## src/rtl/irq_arb_pkg.sv

```systemverilog
package irq_arb_pkg;

  typedef enum logic [2:0] {
    ST_IDLE    = 3'd0,
    ST_SAVE_SW = 3'd1,
    ST_SAVE_PC = 3'd2,
    ST_LOAD    = 3'd3,
    ST_WAIT    = 3'd4
  } arb_state_e;

  typedef struct packed {
    logic gie;
    logic isp;
  } ctx_t;

endpackage

```

## src/rtl/irq_req_flags.sv

```systemverilog
module irq_req_flags #(
  parameter int NUM_SRC = 8
) (
  input  logic               clk,
  input  logic               rst_n,
  input  logic [NUM_SRC-1:0] set_i,
  input  logic [NUM_SRC-1:0] clr_i,
  output logic [NUM_SRC-1:0] flags_o
);

  logic [NUM_SRC-1:0] flags_q;
  logic [NUM_SRC-1:0] flags_d;

  // A new pulse wins over a clear arriving in the same cycle.
  always_comb begin
    flags_d = (flags_q & ~clr_i) | set_i;
  end

  always_ff @(posedge clk or negedge rst_n) begin
    if (!rst_n) flags_q <= '0;
    else        flags_q <= flags_d;
  end

  assign flags_o = flags_q;

  for (genvar i = 0; i < NUM_SRC; i++) begin : g_hold_chk
    assert_pending_hold_R1: assert property (@(posedge clk) disable iff (!rst_n)
      (flags_q[i] && !clr_i[i]) |=> flags_q[i]);
  end

endmodule

```

## src/rtl/irq_prienc.sv

```systemverilog
module irq_prienc #(
  parameter int NUM_SRC = 8,
  localparam int IDX_W = (NUM_SRC > 1) ? $clog2(NUM_SRC) : 1
) (
  input  logic [NUM_SRC-1:0] vec_i,
  output logic               found_o,
  output logic [IDX_W-1:0]   idx_o
);

  // Lowest set index wins: scan downward so the last hit is the lowest.
  always_comb begin
    found_o = 1'b0;
    idx_o   = '0;
    for (int i = NUM_SRC - 1; i >= 0; i--) begin
      if (vec_i[i]) begin
        found_o = 1'b1;
        idx_o   = IDX_W'(i);
      end
    end
  end

endmodule

```

## src/rtl/irq_pick.sv

```systemverilog
module irq_pick #(
  parameter int NUM_SRC = 8,
  localparam int IDX_W = (NUM_SRC > 1) ? $clog2(NUM_SRC) : 1
) (
  input  logic [NUM_SRC-1:0] flags_i,
  input  logic [NUM_SRC-1:0] mask_i,
  input  logic [NUM_SRC-1:0] prio_i,
  input  logic               isp_i,
  output logic               valid_o,
  output logic [IDX_W-1:0]   idx_o,
  output logic               prio_o
);

  logic [NUM_SRC-1:0] elig;
  logic [NUM_SRC-1:0] elig_hi;
  logic [NUM_SRC-1:0] elig_lo;
  logic               hi_found;
  logic               lo_found;
  logic [IDX_W-1:0]   hi_idx;
  logic [IDX_W-1:0]   lo_idx;

  always_comb begin
    elig    = flags_i & ~mask_i;
    elig_hi = elig & ~prio_i;
    // Low-priority sources compete only while no high-level service runs.
    elig_lo = isp_i ? (elig & prio_i) : '0;
  end

  irq_prienc #(.NUM_SRC(NUM_SRC)) u_enc_hi (
    .vec_i   (elig_hi),
    .found_o (hi_found),
    .idx_o   (hi_idx)
  );

  irq_prienc #(.NUM_SRC(NUM_SRC)) u_enc_lo (
    .vec_i   (elig_lo),
    .found_o (lo_found),
    .idx_o   (lo_idx)
  );

  always_comb begin
    valid_o = hi_found | lo_found;
    idx_o   = hi_found ? hi_idx : lo_idx;
    prio_o  = ~hi_found;
  end

endmodule

```

## src/rtl/irq_ctx_stack.sv

```systemverilog
module irq_ctx_stack
  import irq_arb_pkg::*;
#(
  parameter int DEPTH = 4,
  localparam int AW = (DEPTH > 1) ? $clog2(DEPTH) : 1,
  localparam int CW = $clog2(DEPTH + 1)
) (
  input  logic clk,
  input  logic rst_n,
  input  logic push_i,
  input  logic pop_i,
  input  ctx_t push_data_i,
  output ctx_t top_o,
  output logic full_o,
  output logic empty_o
);

  ctx_t          mem_q [DEPTH];
  logic [CW-1:0] cnt_q;
  logic [CW-1:0] cnt_d;
  logic [AW-1:0] wr_idx;
  logic [AW-1:0] rd_idx;
  logic [CW-1:0] cnt_m1;

  always_comb begin
    cnt_m1  = cnt_q - CW'(1);
    wr_idx  = AW'(cnt_q);
    rd_idx  = AW'(cnt_m1);
    full_o  = (cnt_q == CW'(DEPTH));
    empty_o = (cnt_q == '0);
    top_o   = mem_q[rd_idx];
    cnt_d   = cnt_q;
    if (push_i && !full_o)      cnt_d = cnt_q + CW'(1);
    else if (pop_i && !empty_o) cnt_d = cnt_m1;
  end

  always_ff @(posedge clk or negedge rst_n) begin
    if (!rst_n) cnt_q <= '0;
    else        cnt_q <= cnt_d;
  end

  // Storage needs no reset: an entry is read only after it is written.
  always_ff @(posedge clk) begin
    if (push_i && !full_o) mem_q[wr_idx] <= push_data_i;
  end

  assert_no_overflow_R13: assert property (@(posedge clk) disable iff (!rst_n)
    push_i |-> !full_o);

endmodule

```

## src/rtl/irq_arbiter.sv

```systemverilog
module irq_arbiter
  import irq_arb_pkg::*;
#(
  parameter int NUM_SRC    = 8,
  parameter int NEST_DEPTH = 4,
  localparam int IDX_W = (NUM_SRC > 1) ? $clog2(NUM_SRC) : 1
) (
  input  logic               clk,
  input  logic               rst_n,
  input  logic [NUM_SRC-1:0] irq_req,
  input  logic [NUM_SRC-1:0] irq_mask,
  input  logic [NUM_SRC-1:0] irq_prio,
  input  logic               gie_set,
  input  logic               gie_clr,
  input  logic               reti,
  input  logic               cpu_ready,
  output logic               ack,
  output logic [IDX_W-1:0]   vec_idx,
  output logic               ctx_save,
  output logic               ctx_sel,
  output logic               vec_load,
  output logic               gie,
  output logic               isp,
  output logic [NUM_SRC-1:0] pending
);

  // Reset synchroniser: asserts at once, releases on the second edge.
  logic rst_meta_n;
  logic rst_sync_n;

  always_ff @(posedge clk or negedge rst_n) begin
    if (!rst_n) begin
      rst_meta_n <= 1'b0;
      rst_sync_n <= 1'b0;
    end else begin
      rst_meta_n <= 1'b1;
      rst_sync_n <= rst_meta_n;
    end
  end

  arb_state_e         st_q, st_d;
  logic               gie_q, gie_d;
  logic               isp_q, isp_d;
  logic               flag_en;
  logic               ack_q, ack_d;
  logic               save_q, save_d;
  logic               sel_q, sel_d;
  logic               load_q, load_d;
  logic [IDX_W-1:0]   vec_q, vec_d;
  logic               vec_en;

  logic [NUM_SRC-1:0] pend;
  logic [NUM_SRC-1:0] clr_vec;
  logic               win_valid;
  logic [IDX_W-1:0]   win_idx;
  logic               win_prio;
  logic               stk_full;
  logic               stk_empty;
  ctx_t               stk_top;
  ctx_t               stk_in;
  logic               accept;
  logic               pop;
  logic               ctl_busy;

  irq_req_flags #(.NUM_SRC(NUM_SRC)) u_flags (
    .clk     (clk),
    .rst_n   (rst_sync_n),
    .set_i   (irq_req),
    .clr_i   (clr_vec),
    .flags_o (pend)
  );

  irq_pick #(.NUM_SRC(NUM_SRC)) u_pick (
    .flags_i (pend),
    .mask_i  (irq_mask),
    .prio_i  (irq_prio),
    .isp_i   (isp_q),
    .valid_o (win_valid),
    .idx_o   (win_idx),
    .prio_o  (win_prio)
  );

  irq_ctx_stack #(.DEPTH(NEST_DEPTH)) u_stack (
    .clk         (clk),
    .rst_n       (rst_sync_n),
    .push_i      (accept),
    .pop_i       (pop),
    .push_data_i (stk_in),
    .top_o       (stk_top),
    .full_o      (stk_full),
    .empty_o     (stk_empty)
  );

  // Acceptance decision and request-flag clear.
  always_comb begin
    ctl_busy = reti | gie_set | gie_clr;
    accept   = (st_q == ST_IDLE) && gie_q && win_valid && !stk_full && !ctl_busy;
    pop      = reti && !stk_empty;
    stk_in   = '{gie: gie_q, isp: isp_q};
    clr_vec  = '0;
    if (accept) clr_vec[win_idx] = 1'b1;
  end

  // Global enable and in-service flags.
  always_comb begin
    gie_d = gie_q;
    isp_d = isp_q;
    if (accept) begin
      gie_d = 1'b0;
      isp_d = win_prio;
    end else if (pop) begin
      gie_d = stk_top.gie;
      isp_d = stk_top.isp;
    end else if (gie_clr) begin
      gie_d = 1'b0;
    end else if (gie_set) begin
      gie_d = 1'b1;
    end
    flag_en = accept | pop | gie_clr | gie_set;
  end

  // Service sequence and registered strobes.
  always_comb begin
    st_d   = st_q;
    ack_d  = 1'b0;
    save_d = 1'b0;
    sel_d  = 1'b0;
    load_d = 1'b0;
    vec_d  = win_idx;
    vec_en = accept;
    unique case (st_q)
      ST_IDLE: begin
        if (accept) begin
          ack_d = 1'b1;
          st_d  = ST_SAVE_SW;
        end
      end
      ST_SAVE_SW: begin
        save_d = 1'b1;
        sel_d  = 1'b0;
        st_d   = ST_SAVE_PC;
      end
      ST_SAVE_PC: begin
        save_d = 1'b1;
        sel_d  = 1'b1;
        st_d   = ST_LOAD;
      end
      ST_LOAD: begin
        load_d = 1'b1;
        st_d   = ST_WAIT;
      end
      ST_WAIT: begin
        if (cpu_ready) st_d = ST_IDLE;
      end
      default: st_d = ST_IDLE;
    endcase
  end

  always_ff @(posedge clk or negedge rst_sync_n) begin
    if (!rst_sync_n) begin
      st_q   <= ST_IDLE;
      ack_q  <= 1'b0;
      save_q <= 1'b0;
      sel_q  <= 1'b0;
      load_q <= 1'b0;
    end else begin
      st_q   <= st_d;
      ack_q  <= ack_d;
      save_q <= save_d;
      sel_q  <= sel_d;
      load_q <= load_d;
    end
  end

  always_ff @(posedge clk or negedge rst_sync_n) begin
    if (!rst_sync_n) begin
      gie_q <= 1'b0;
      isp_q <= 1'b1;
    end else if (flag_en) begin
      gie_q <= gie_d;
      isp_q <= isp_d;
    end
  end

  always_ff @(posedge clk or negedge rst_sync_n) begin
    if (!rst_sync_n)  vec_q <= '0;
    else if (vec_en)  vec_q <= vec_d;
  end

  assign ack      = ack_q;
  assign vec_idx  = vec_q;
  assign ctx_save = save_q;
  assign ctx_sel  = sel_q;
  assign vec_load = load_q;
  assign gie      = gie_q;
  assign isp      = isp_q;
  assign pending  = pend;

  assert_ack_pulse_R8: assert property (@(posedge clk) disable iff (!rst_sync_n)
    ack_q |=> !ack_q);

  assert_save_order_R8: assert property (@(posedge clk) disable iff (!rst_sync_n)
    ack_q |=> (save_q && !sel_q));

  assert_pc_after_sw_R8: assert property (@(posedge clk) disable iff (!rst_sync_n)
    (save_q && !sel_q) |=> (save_q && sel_q));

  assert_gie_cleared_R7: assert property (@(posedge clk) disable iff (!rst_sync_n)
    ack_q |-> !gie_q);

  assert_low_blocked_R4: assert property (@(posedge clk) disable iff (!rst_sync_n)
    (ack_q && !$past(isp_q)) |-> !isp_q);

  assert_wait_ready_R9: assert property (@(posedge clk) disable iff (!rst_sync_n)
    (st_q == ST_WAIT && !cpu_ready) |=> !ack_q);

endmodule

```

## config.mk

```make
export PLATFORM = sky130hd
export DESIGN_NAME = irq_arbiter
export DESIGN_NICKNAME = d
export VERILOG_FILES = /design/src/rtl/irq_arb_pkg.sv /design/src/rtl/irq_req_flags.sv /design/src/rtl/irq_prienc.sv /design/src/rtl/irq_pick.sv /design/src/rtl/irq_ctx_stack.sv /design/src/rtl/irq_arbiter.sv
export SDC_FILE = /design/constraint.sdc
export NUM_CORES = 1
export LEC_CHECK = 0
export BUFFER_PORTS_ARGS = -buffer_cell sky130_fd_sc_hd__buf_4
export CAP_MARGIN = 30
export CORE_MARGIN = 4
export CORE_UTILIZATION = 52
export CTS_CLUSTER_DIAMETER = 40
export DETAILED_ROUTE_END_ITERATION = 12
export GPL_TIMING_DRIVEN = 0
export PLACE_DENSITY = 0.88
export SLEW_MARGIN = 20
export SYNTH_ARGS = -nofsm -noshare
export SYNTH_HDL_FRONTEND = slang
export SYNTH_SLANG_ARGS = --single-unit
```

## constraint.sdc

```tcl
create_clock -name clk -period 0.9 [get_ports clk]
set_clock_uncertainty 0.05 [all_clocks]
set_input_delay 0.045 -clock clk [delete_from_list [all_inputs] [get_ports clk]]
set_output_delay 0.045 -clock clk [all_outputs]
set_load 0.03 [all_outputs]
```

==> flow_summary.rst, run 1 <==
.. list-table::
   :header-rows: 1

   * - Metric
     - Value
   * - Outcome
     - complete, but fails checks
   * - Violated checks
     - setup timing
   * - Async SR Flop Fraction
     - 75.8%
   * - Buffer cell driving the clock tree root
     - clkbuf_4
   * - Number of detailed-routing iterations run before antenna repair
     - 5
   * - Final period util
     - 239%
   * - Arrival time of data at the critical path endpoint
     - 2.18 ns
   * - Commonest non-fill, non-tap cell in the layout
     - buf_4
   * - Top-level port count
     - 47
   * - Maximum number of pins on one net before global-route repair
     - 24
   * - Post-Syn Nets
     - 194
   * - Static leakage
     - 0.00127 uW
   * - Fill cell instance count of the final layout
     - roughly 130
   * - Launching element type of the critical path
     - register
   * - Number of distinct library cells after synthesis
     - 51
   * - Post-place setup slack
     - -1.49 ns
   * - Largest voltage drop on the vdd net
     - 0.00250 V
   * - Overall Global Routing Usage
     - between 20% and 30%
   * - Number of flops mapped to enable cells by yosys
     - 8
   * - #FFs+latches synth
     - 33
   * - Area contributors post-synth
     - dfrtp_1 (33%), edfxtp_1 (13%), ha_1 (4.1%)
   * - Die Span Y
     - 67.2 um
   * - Post-synth top area share
     - 32.9%
   * - CTS H-tree lvls
     - 2
   * - Clock transition at the registers of the reported paths
     - 0.12 ns
   * - Slew at the pin with the worst max-slew slack
     - 0.570 ns
   * - Final core area utilization
     - 89.9%
   * - Clock tree buffer depth
     - 2
   * - Std-Cell Rows
     - 21
   * - Final antenna-violating net count
     - 0
   * - Reported max-cap violation count
     - 0
   * - Mapped Cells
     - ~160
   * - Leading area contributor after synthesis
     - dfrtp_1
   * - Count of input and output buffers
     - 46
   * - Die Width
     - 67.2 um
   * - First-pass GRT wire length
     - ~9 mm
   * - Worst min-delay path category
     - primary input to register
   * - Final count of hold timing violations
     - 0
   * - Area of the die
     - 4520 um2
   * - Final cell area excluding filler cells
     - just over 3000 um2
   * - Post-synth top flop
     - dfrtp_1
   * - Starting density of the core
     - 54.2%
   * - Remaining max-slew budget at the tightest pin
     - between 60% and 70%
   * - Crit end category
     - register
   * - Insertion delay to the later sink of the worst-skew pair
     - 0.35 ns
   * - Unrepaired setup endpoints after global routing
     - yes
   * - Placer's final routability congestion estimate
     - 0.898
   * - Post-layout total power
     - 7310 uW
   * - Area of the core region
     - roughly 3400 um2
   * - Synthesized area
     - 1820 um2
   * - Placed instance area
     - 2270 um2
   * - Count of unresolved DRC violations after routing
     - 0
   * - Inserted Diodes
     - 0
   * - Sequential-to-total area share from yosys stat
     - 47.6%
   * - Worst setup slack after layout
     - -1.25 ns
   * - Final setup violation count
     - 50
   * - Highest Clock Rate
     - 0.465 GHz
   * - Tightest hold margin
     - 0.0533 ns
   * - Clock tree from TritonCTS
     - done
   * - Most frequent cells in the layout
     - buf_4 (58), buf_6 (22), dfrtp_1 (14)
   * - Wirelength per Cell
     - 22.3 um
   * - Total power divided by cell area
     - between 2000 and 2500 nW/um2
   * - Start-to-end type of the worst setup path
     - register to register
   * - Sink count of the clock tree
     - 33
   * - Top fanout value on the critical path
     - 6
   * - Net count, final
     - 291
   * - Area growth from synthesis to layout
     - 65.9%
   * - Synth warn
     - 0
   * - Worst EP required
     - 0.93 ns
   * - Fin. max-slew vios
     - 0
   * - Final critical path time including I/O delays and setup
     - 2.15 ns
   * - Number of DRC markers after the initial detailed-route iteration
     - around 150
   * - Via density per instance
     - 6.17
   * - Routed Wire Length
     - just under 7 mm
   * - Clock buffers created by TritonCTS
     - 5
   * - Via count of the first global-routing pass
     - about 1,800
   * - Post-synthesis average cell area
     - 11.5 um2
   * - Vias
     - ~1,900
   * - HPWL after detailed placement
     - 3.34 mm
   * - Antenna violations before repair
     - 0
   * - Fraction of layout instances using a drive strength above 1
     - 62.1%
   * - Final global-route overflow total
     - 0
[cell type report]
cell class / instances / area [um2] / area share [%]
clock inverter: 3 / 46.3 / 1.53
clock buffer: 5 / 37.5 / 1.24
inverter: 13 / 48.8 / 1.61
sequential: 33 / 880 / 29.1
buffer: 3 / 27.5 / 0.910
multi-input combinational: 109 / 1140 / 37.7
timing repair buffer: 90 / 786 / 26.0
tap: 46 / 57.6 / 1.90
[power by group]
part	internal [uW]	total, uW	switching, uW
combinational	1930	3790	1860
sequential	1930	2360	421
clock	588	1160	576
[Yosys cell counts (2+ instances only)]
cell type / n
and4_1: 3
nand2_1: 4
edfxtp_1: 8
mux4_2: 2
a21o_1: 2
nor4b_1: 2
nor2_1: 17
inv_1: 13
xnor2_1: 2
nand4b_1: 8
o21ai_0: 2
a41oi_1: 8
nor3_1: 2
nor3b_1: 7
and2_1: 4
buf_4: 2
a21oi_1: 8
ha_1: 6
or3b_2: 2
mux2i_1: 2
dfrtp_1: 24
[metrics by stage]
stage               TNS (ns)  std cells
finish                -34.11        302
floorplan             -27.98        158
detailed placement    -38.73        250
global route          -36.47        302
CTS                   -30.10        285
global placement      -34.77        250
[kinds of logic (layout without fill, tap and decap cells)]
group | after synthesis | in the layout | synth area share, %
AO/OA/AOI/OAI | 34 | 34 | 16.2
XOR/XNOR | 2 | 2 | 0.961
adder cells (fa/ha/maj) | 6 | 6 | 4.12
buffers and inverters | 16 | 114 | 3.71
flip-flops | 33 | 33 | 47.6
multiplexers | 4 | 4 | 3.57
other | 1 | 1 | 0.206
AND/OR/NAND/NOR | 62 | 62 | 23.7
[worst max-delay path, stage by stage, from the launching register on]
cell and delay (ns):
dfstp_2 0.57, buf_6 0.13, nand4b_1 0.26, and4_1 0.34, a41oi_4 0.19, buf_6 0.17, and2_4 0.16
[per-layer routing]
| layer | track usage, % | share of wire, % | vias up |
|---|---|---|---|
| met5 | 0 | 0 | - |
| met4 | 12.2 | 4.1 | 0 |
| met3 | 5.99 | 6.4 | 34 |
| met2 | 47.2 | 51 | 110 |
| met1 | 31.8 | 38 | 921 |
| li1 | - | - | 797 |
[final timing paths]
kind | cells past startpoint | end | slack [ns] | startpoint
worst max-delay path | 6 | u_stack.mem_q[3][1] | -1.25 | isp
worst min-delay path | 3 | st_q[2] | 0.05 | cpu_ready
worst max register to register | 6 | u_stack.mem_q[3][1] | -1.25 | isp
worst min register to register | 0 | vec_idx[0] | 0.20 | rst_sync_n
max in group asynchronous | 3 | rst_sync_n | 0.13 | rst_n
min in group asynchronous | 0 | vec_idx[0] | 0.20 | rst_sync_n
[flip-flops by register name, indices dropped and copies added (netlist names)]
| signal | flops |
|---|---|
| vec_load | 1 |
| st_q | 3 |
| u_stack.cnt_q | 3 |
| u_stack.mem_q | 8 |
| u_flags.flags_o | 8 |
| ctx_sel | 1 |
| ctx_save | 1 |
| vec_idx | 3 |
| rst_sync_n | 1 |
| rst_meta_n | 1 |
| gie | 1 |
| ack | 1 |
| isp | 1 |
[timing repair]
| action | CTS | global route |
|---|---|---|
| hold buffers | 11 | 0 |
| setup endpoints to repair | 69 | 50 |
| setup buffers | 16 | 17 |
| resized for setup | 47 | 28 |
| pin swaps | 22 | 15 |
| endpoints found under the hold margin | 11 | 0 |
No activity file was read; power rests on OpenSTA's default activity.
==> run 2: changes to the inputs <==
GPL_TIMING_DRIVEN = 1   (was 0)
RECOVER_POWER = 50   (was unset)
==> run 2 against run 1 <==
Net effect:
- the run now fails in global routing (5_1_grt)
- synthesized cell count unchanged
- synthesized area is the same
==> flow_summary.rst, run 2 <==
.. list-table::
   :header-rows: 1

   * - Metric
     - Value
   * - Outcome
     - aborted with a tool error
   * - Exit stage
     - global routing (5_1_grt)
   * - Stop Error
     - [ERROR DPL-0038] Utilization greater than 100%, impossible to legalize
   * - Clock tree buffer depth
     - 2 (unchanged)
   * - Async SR Flop Fraction
     - 75.8% (unchanged)
   * - Share of the synthesized netlist area taken by xor and xnor gates
     - 0.961% (unchanged)
   * - Post-synth top cells
     - dfrtp_1 (24), nor2_1 (17), inv_1 (13)
   * - Worst End Pin Type
     - register data pin
   * - Mapped Cells
     - 158 (unchanged)
   * - Sequential-to-total area share from yosys stat
     - 47.6% (unchanged)
   * - Most frequent cell after synthesis
     - dfrtp_1
   * - HPWL after detailed placement
     - 4.20 mm (+26%)
   * - Dominant combinational cell family by area after synthesis
     - simple AND/OR/NAND/NOR gates
   * - Fraction of synthesized area in multiplexers
     - 3.57% (unchanged)
   * - Number of distinct library cells after synthesis
     - 51 (unchanged)
   * - Leading area contributor after synthesis
     - dfrtp_1
   * - Critical endpoint after global-route timing repair
     - u_stack.mem_q[2][0]$_DFFE_PP_/DE
   * - Std-Cell Rows
     - 21 (unchanged)
   * - Adder-cell share of the synthesized area
     - 4.12% (unchanged)
   * - #FFs+latches synth
     - 33 (unchanged)
   * - Buffer cell driving the clock tree root
     - clkbuf_4
   * - Top-level port count
     - 47 (unchanged)
   * - Count of input and output buffers
     - 46 (unchanged)
   * - Sink count of the clock tree
     - 33 (unchanged)
   * - Die Width
     - 67.2 um (unchanged)
   * - Die Span Y
     - 67.2 um (unchanged)
   * - Area fraction in compound gates after synthesis
     - 16.2% (unchanged)
   * - Starting density of the core
     - 54.2% (unchanged)
   * - Number of flops mapped to enable cells by yosys
     - 8 (unchanged)
   * - Post-Syn Nets
     - 194 (unchanged)
   * - Area contributors post-synth
     - dfrtp_1 (33%), edfxtp_1 (13%), ha_1 (4.1%)
   * - Simple-gate area share of the yosys netlist
     - 23.7% (unchanged)
   * - Placed instance area
     - 2650 um2 (+17%)
   * - Maximum number of pins on one net before global-route repair
     - 24
   * - Post-synth top area share
     - 32.9% (unchanged)
   * - CTS H-tree lvls
     - 2 (unchanged)
   * - Post-synth top flop
     - dfrtp_1
   * - Post-synthesis average cell area
     - 11.5 um2 (unchanged)
   * - Post-placement cell count
     - 299 (+20%)
   * - Synthesized area
     - 1820 um2 (unchanged)
   * - Clock buffers created by TritonCTS
     - 5 (unchanged)
   * - Synth warn
     - 0 (unchanged)
   * - Placer's final routability congestion estimate
     - 0.966 (+7.6%)
-- run 2: cells by family after synthesis --
family / Yosys count
AO/OA/AOI/OAI: 34
multiplexers: 4
XOR/XNOR: 2
adder cells (fa/ha/maj): 6
buffers and inverters: 16
other: 1
flip-flops: 33
AND/OR/NAND/NOR: 62
-- run 2: per-stage QoR --
step                setup slack, ns  util (%)  TNS (ns)  hold WS (ns)
floorplan                     -1.23         -    -27.98        -0.301
detailed placement            -1.24      78.8    -30.69        -0.221
global placement              -1.14      78.8    -28.15        -0.222
CTS                           -1.09      95.7    -30.94        0.0338
-- run 2: repair_timing --
item                                   4_1_cts
endpoints found under the hold margin       10
setup endpoints to repair                   50
hold buffers                                10
setup buffers                               13
resized for setup                           66
pin swaps                                   19
gates cloned                                 0
==> run 3: changes to the inputs <==
CORE_UTILIZATION = 40   (was 52)
CTS_CLUSTER_DIAMETER = unset   (was 40)
PLACE_DENSITY = unset   (was 0.88)
PLACE_DENSITY_LB_ADDON = 0.15   (was unset)
==> run 3 against run 2 <==
Net effect:
- the flow now finishes, with violations (setup timing)
==> flow_summary.rst, run 3 (synthesis results as in run 1) <==
.. list-table::
   :header-rows: 1

   * - Metric
     - Value
   * - Area of the die
     - 5700 um2
   * - Outcome
     - complete, but fails checks
   * - Fin. max-slew vios
     - 0
   * - Cell-by-cell trace of the critical path
     - buf_6, nand4b_1, buf_4, a21boi_2, a21bo_2, a32o_2, a41oi_2
   * - Final global-route overflow total
     - 0
   * - Portion of total power attributed to the clock network
     - 17.2%
   * - Net count, final
     - 320
   * - Start-to-end type of the worst setup path
     - register to register
   * - Fraction of layout instances using a drive strength above 1
     - 62.8%
   * - Largest stage delay on the critical path
     - 0.57 ns
   * - Clock tree from TritonCTS
     - done
   * - Top-level port count
     - 47 (unchanged)
   * - Placer's final routability congestion estimate
     - 0.854 (-12%)
   * - Wirelength per Cell
     - 18.1 um
   * - Area occupied by multi-input gates
     - 1140 um2
   * - Final count of hold timing violations
     - 0
   * - HPWL after detailed placement
     - 3.87 mm (-7.8%)
   * - Reported max-cap violation count
     - 0
   * - Clock tree buffer depth
     - 2 (unchanged)
   * - Clock buffers created by TritonCTS
     - 5 (unchanged)
   * - Starting density of the core
     - 41.6% (-13 points)
   * - Die Span Y
     - 75.5 um (+12%)
   * - Commonest non-fill, non-tap cell in the layout
     - buf_4
   * - First-pass GRT wire length
     - 9.14 mm
   * - Static leakage
     - 0.00146 uW
   * - Combinational share of power
     - 55.0%
   * - Cell with the largest stage delay on the worst path
     - dfstp_2
   * - Met2 global-route usage
     - 37.4%
   * - Violated checks
     - setup timing
   * - Largest voltage drop on the vdd net
     - between 0.0015 and 0.002 V
   * - Unrepaired setup endpoints after global routing
     - yes
   * - Count of unresolved DRC violations after routing
     - 0
   * - Final critical path time including I/O delays and setup
     - around 2.0 ns
   * - Maximum number of pins on one net before global-route repair
     - 18
   * - Fill cell instance count of the final layout
     - roughly 270
   * - Area growth from synthesis to layout
     - 83.1%
   * - Most frequent cells in the layout
     - buf_4 (69), buf_6 (40), dfrtp_1 (22)
   * - Std-Cell Rows
     - 24 (+14%)
   * - Clock transition at the registers of the reported paths
     - 0.06 ns
   * - Sink count of the clock tree
     - 33 (unchanged)
   * - Vias
     - 1,827
   * - Via count of the first global-routing pass
     - 1,955
   * - Worst EP required
     - 0.99 ns
   * - Area of the core region
     - 4380 um2
   * - Switching share of power
     - 35.7%
   * - Final setup violation count
     - 53
   * - Post-layout total power
     - approximately 8000 uW
   * - Die Width
     - 75.5 um (+12%)
   * - Switching pwr
     - about 2800 uW
   * - Arrival time of data at the critical path endpoint
     - 2.10 ns
   * - Highest Clock Rate
     - 0.496 GHz
   * - Crit end category
     - register
   * - Final antenna-violating net count
     - 0
   * - Number of detailed-routing iterations run before antenna repair
     - 4
   * - Insertion delay to the later sink of the worst-skew pair
     - 0.29 ns
   * - Overall Global Routing Usage
     - 21.8%
   * - Inserted Diodes
     - 0
   * - Kind of cell with the highest combined delay on the critical path
     - compound AO/OA/AOI/OAI gates
   * - Number of DRC markers after the initial detailed-route iteration
     - 79
   * - Worst Path Buf+Inv
     - 2
   * - Met1 layer usage reported by global route
     - 25.4%
   * - Launching element type of the critical path
     - register
   * - Antenna violations before repair
     - 0
   * - Top fanout value on the critical path
     - 5
   * - Total power divided by cell area
     - between 2000 and 2500 nW/um2
   * - Buffer cell driving the clock tree root
     - clkbuf_8
   * - Worst min-delay path category
     - primary input to async pin
   * - Sum Neg Setup Slack
     - -29.91 ns
   * - Sequential cell area in the final layout
     - 870 um2
   * - Worst setup slack after layout
     - -1.12 ns
   * - Count of input and output buffers
     - 46 (unchanged)
   * - CTS H-tree lvls
     - 2 (unchanged)
   * - Design internal power
     - 5010 uW
   * - Via density per instance
     - 5.42
   * - Final period util
     - 224%
   * - GR peak layer
     - met2
   * - Routed Wire Length
     - 6.09 mm
   * - Met3 usage
     - ~4.5%
   * - Share of power burned in registers
     - around 28%
run 3: power by group through the flow:
stage	Combinational [uW]	Sequential (uW)	Clock (uW)
6_report	4290	2160	1340
5_1_grt	4570	2190	1420
4_1_cts	3960	2130	1370
3_5_place_dp	3140	2170	0
3_3_place_gp	3050	2160	0
2_1_floorplan	1360	2560	0
run 3: layout make-up:
cell class,instances,area share (%)
clock buffers,8,3.34
inverters,13,1.46
multi-input cells,109,34.3
flip-flops and latches,33,26.0
well taps,52,1.95
repair buffers,122,32.9
run 3: worst paths after layout:
path | start | end | cells past startpoint | slack, ns
max in group asynchronous | rst_sync_n | u_flags.flags_o[6] | 1 | 0.23
worst min register to register | rst_sync_n | gie | 1 | 0.18
worst min-delay path | rst_n | rst_sync_n | 2 | 0.03
worst max register to register | isp | u_flags.flags_o[1] | 7 | -1.12
worst max-delay path | isp | u_flags.flags_o[1] | 7 | -1.12
min in group clk | irq_req[3] | u_flags.flags_o[3] | 3 | 0.05
run 3: metal layers:
layer  wire (um)  up-vias  share of wire (%)
met5           0        -                  0
met4         234        0                3.8
met3         324       22                5.3
met2        3200       56                 53
met1        2330      894                 38
li1            -      855                  -
run 3: timing repair:
action | CTS | global route
setup endpoints to repair | 51 | 51
hold buffers | 8 | 0
buffers inserted | 13 | 8
gates resized for setup | 65 | 20
pin swaps | 25 | 18
hold endpoints to repair | 9 | 0
run 3: per-stage QoR:
step / worst slack (ns) / std cells / instance area (um2) / hold slack [ns] / util (%)
after global placement: -1.14 / 307 / 2660 / -0.223 / 60.6
final: -1.12 / 337 / 3340 / 0.0309 / 76.1
after global routing: -1.21 / 337 / 3340 / 0.0414 / 76.1
after floorplan: -1.23 / 158 / 1870 / -0.301 / -
after CTS: -1.09 / 332 / 3240 / 0.00425 / 73.9
after detailed placement: -1.26 / 307 / 2660 / -0.222 / 60.6
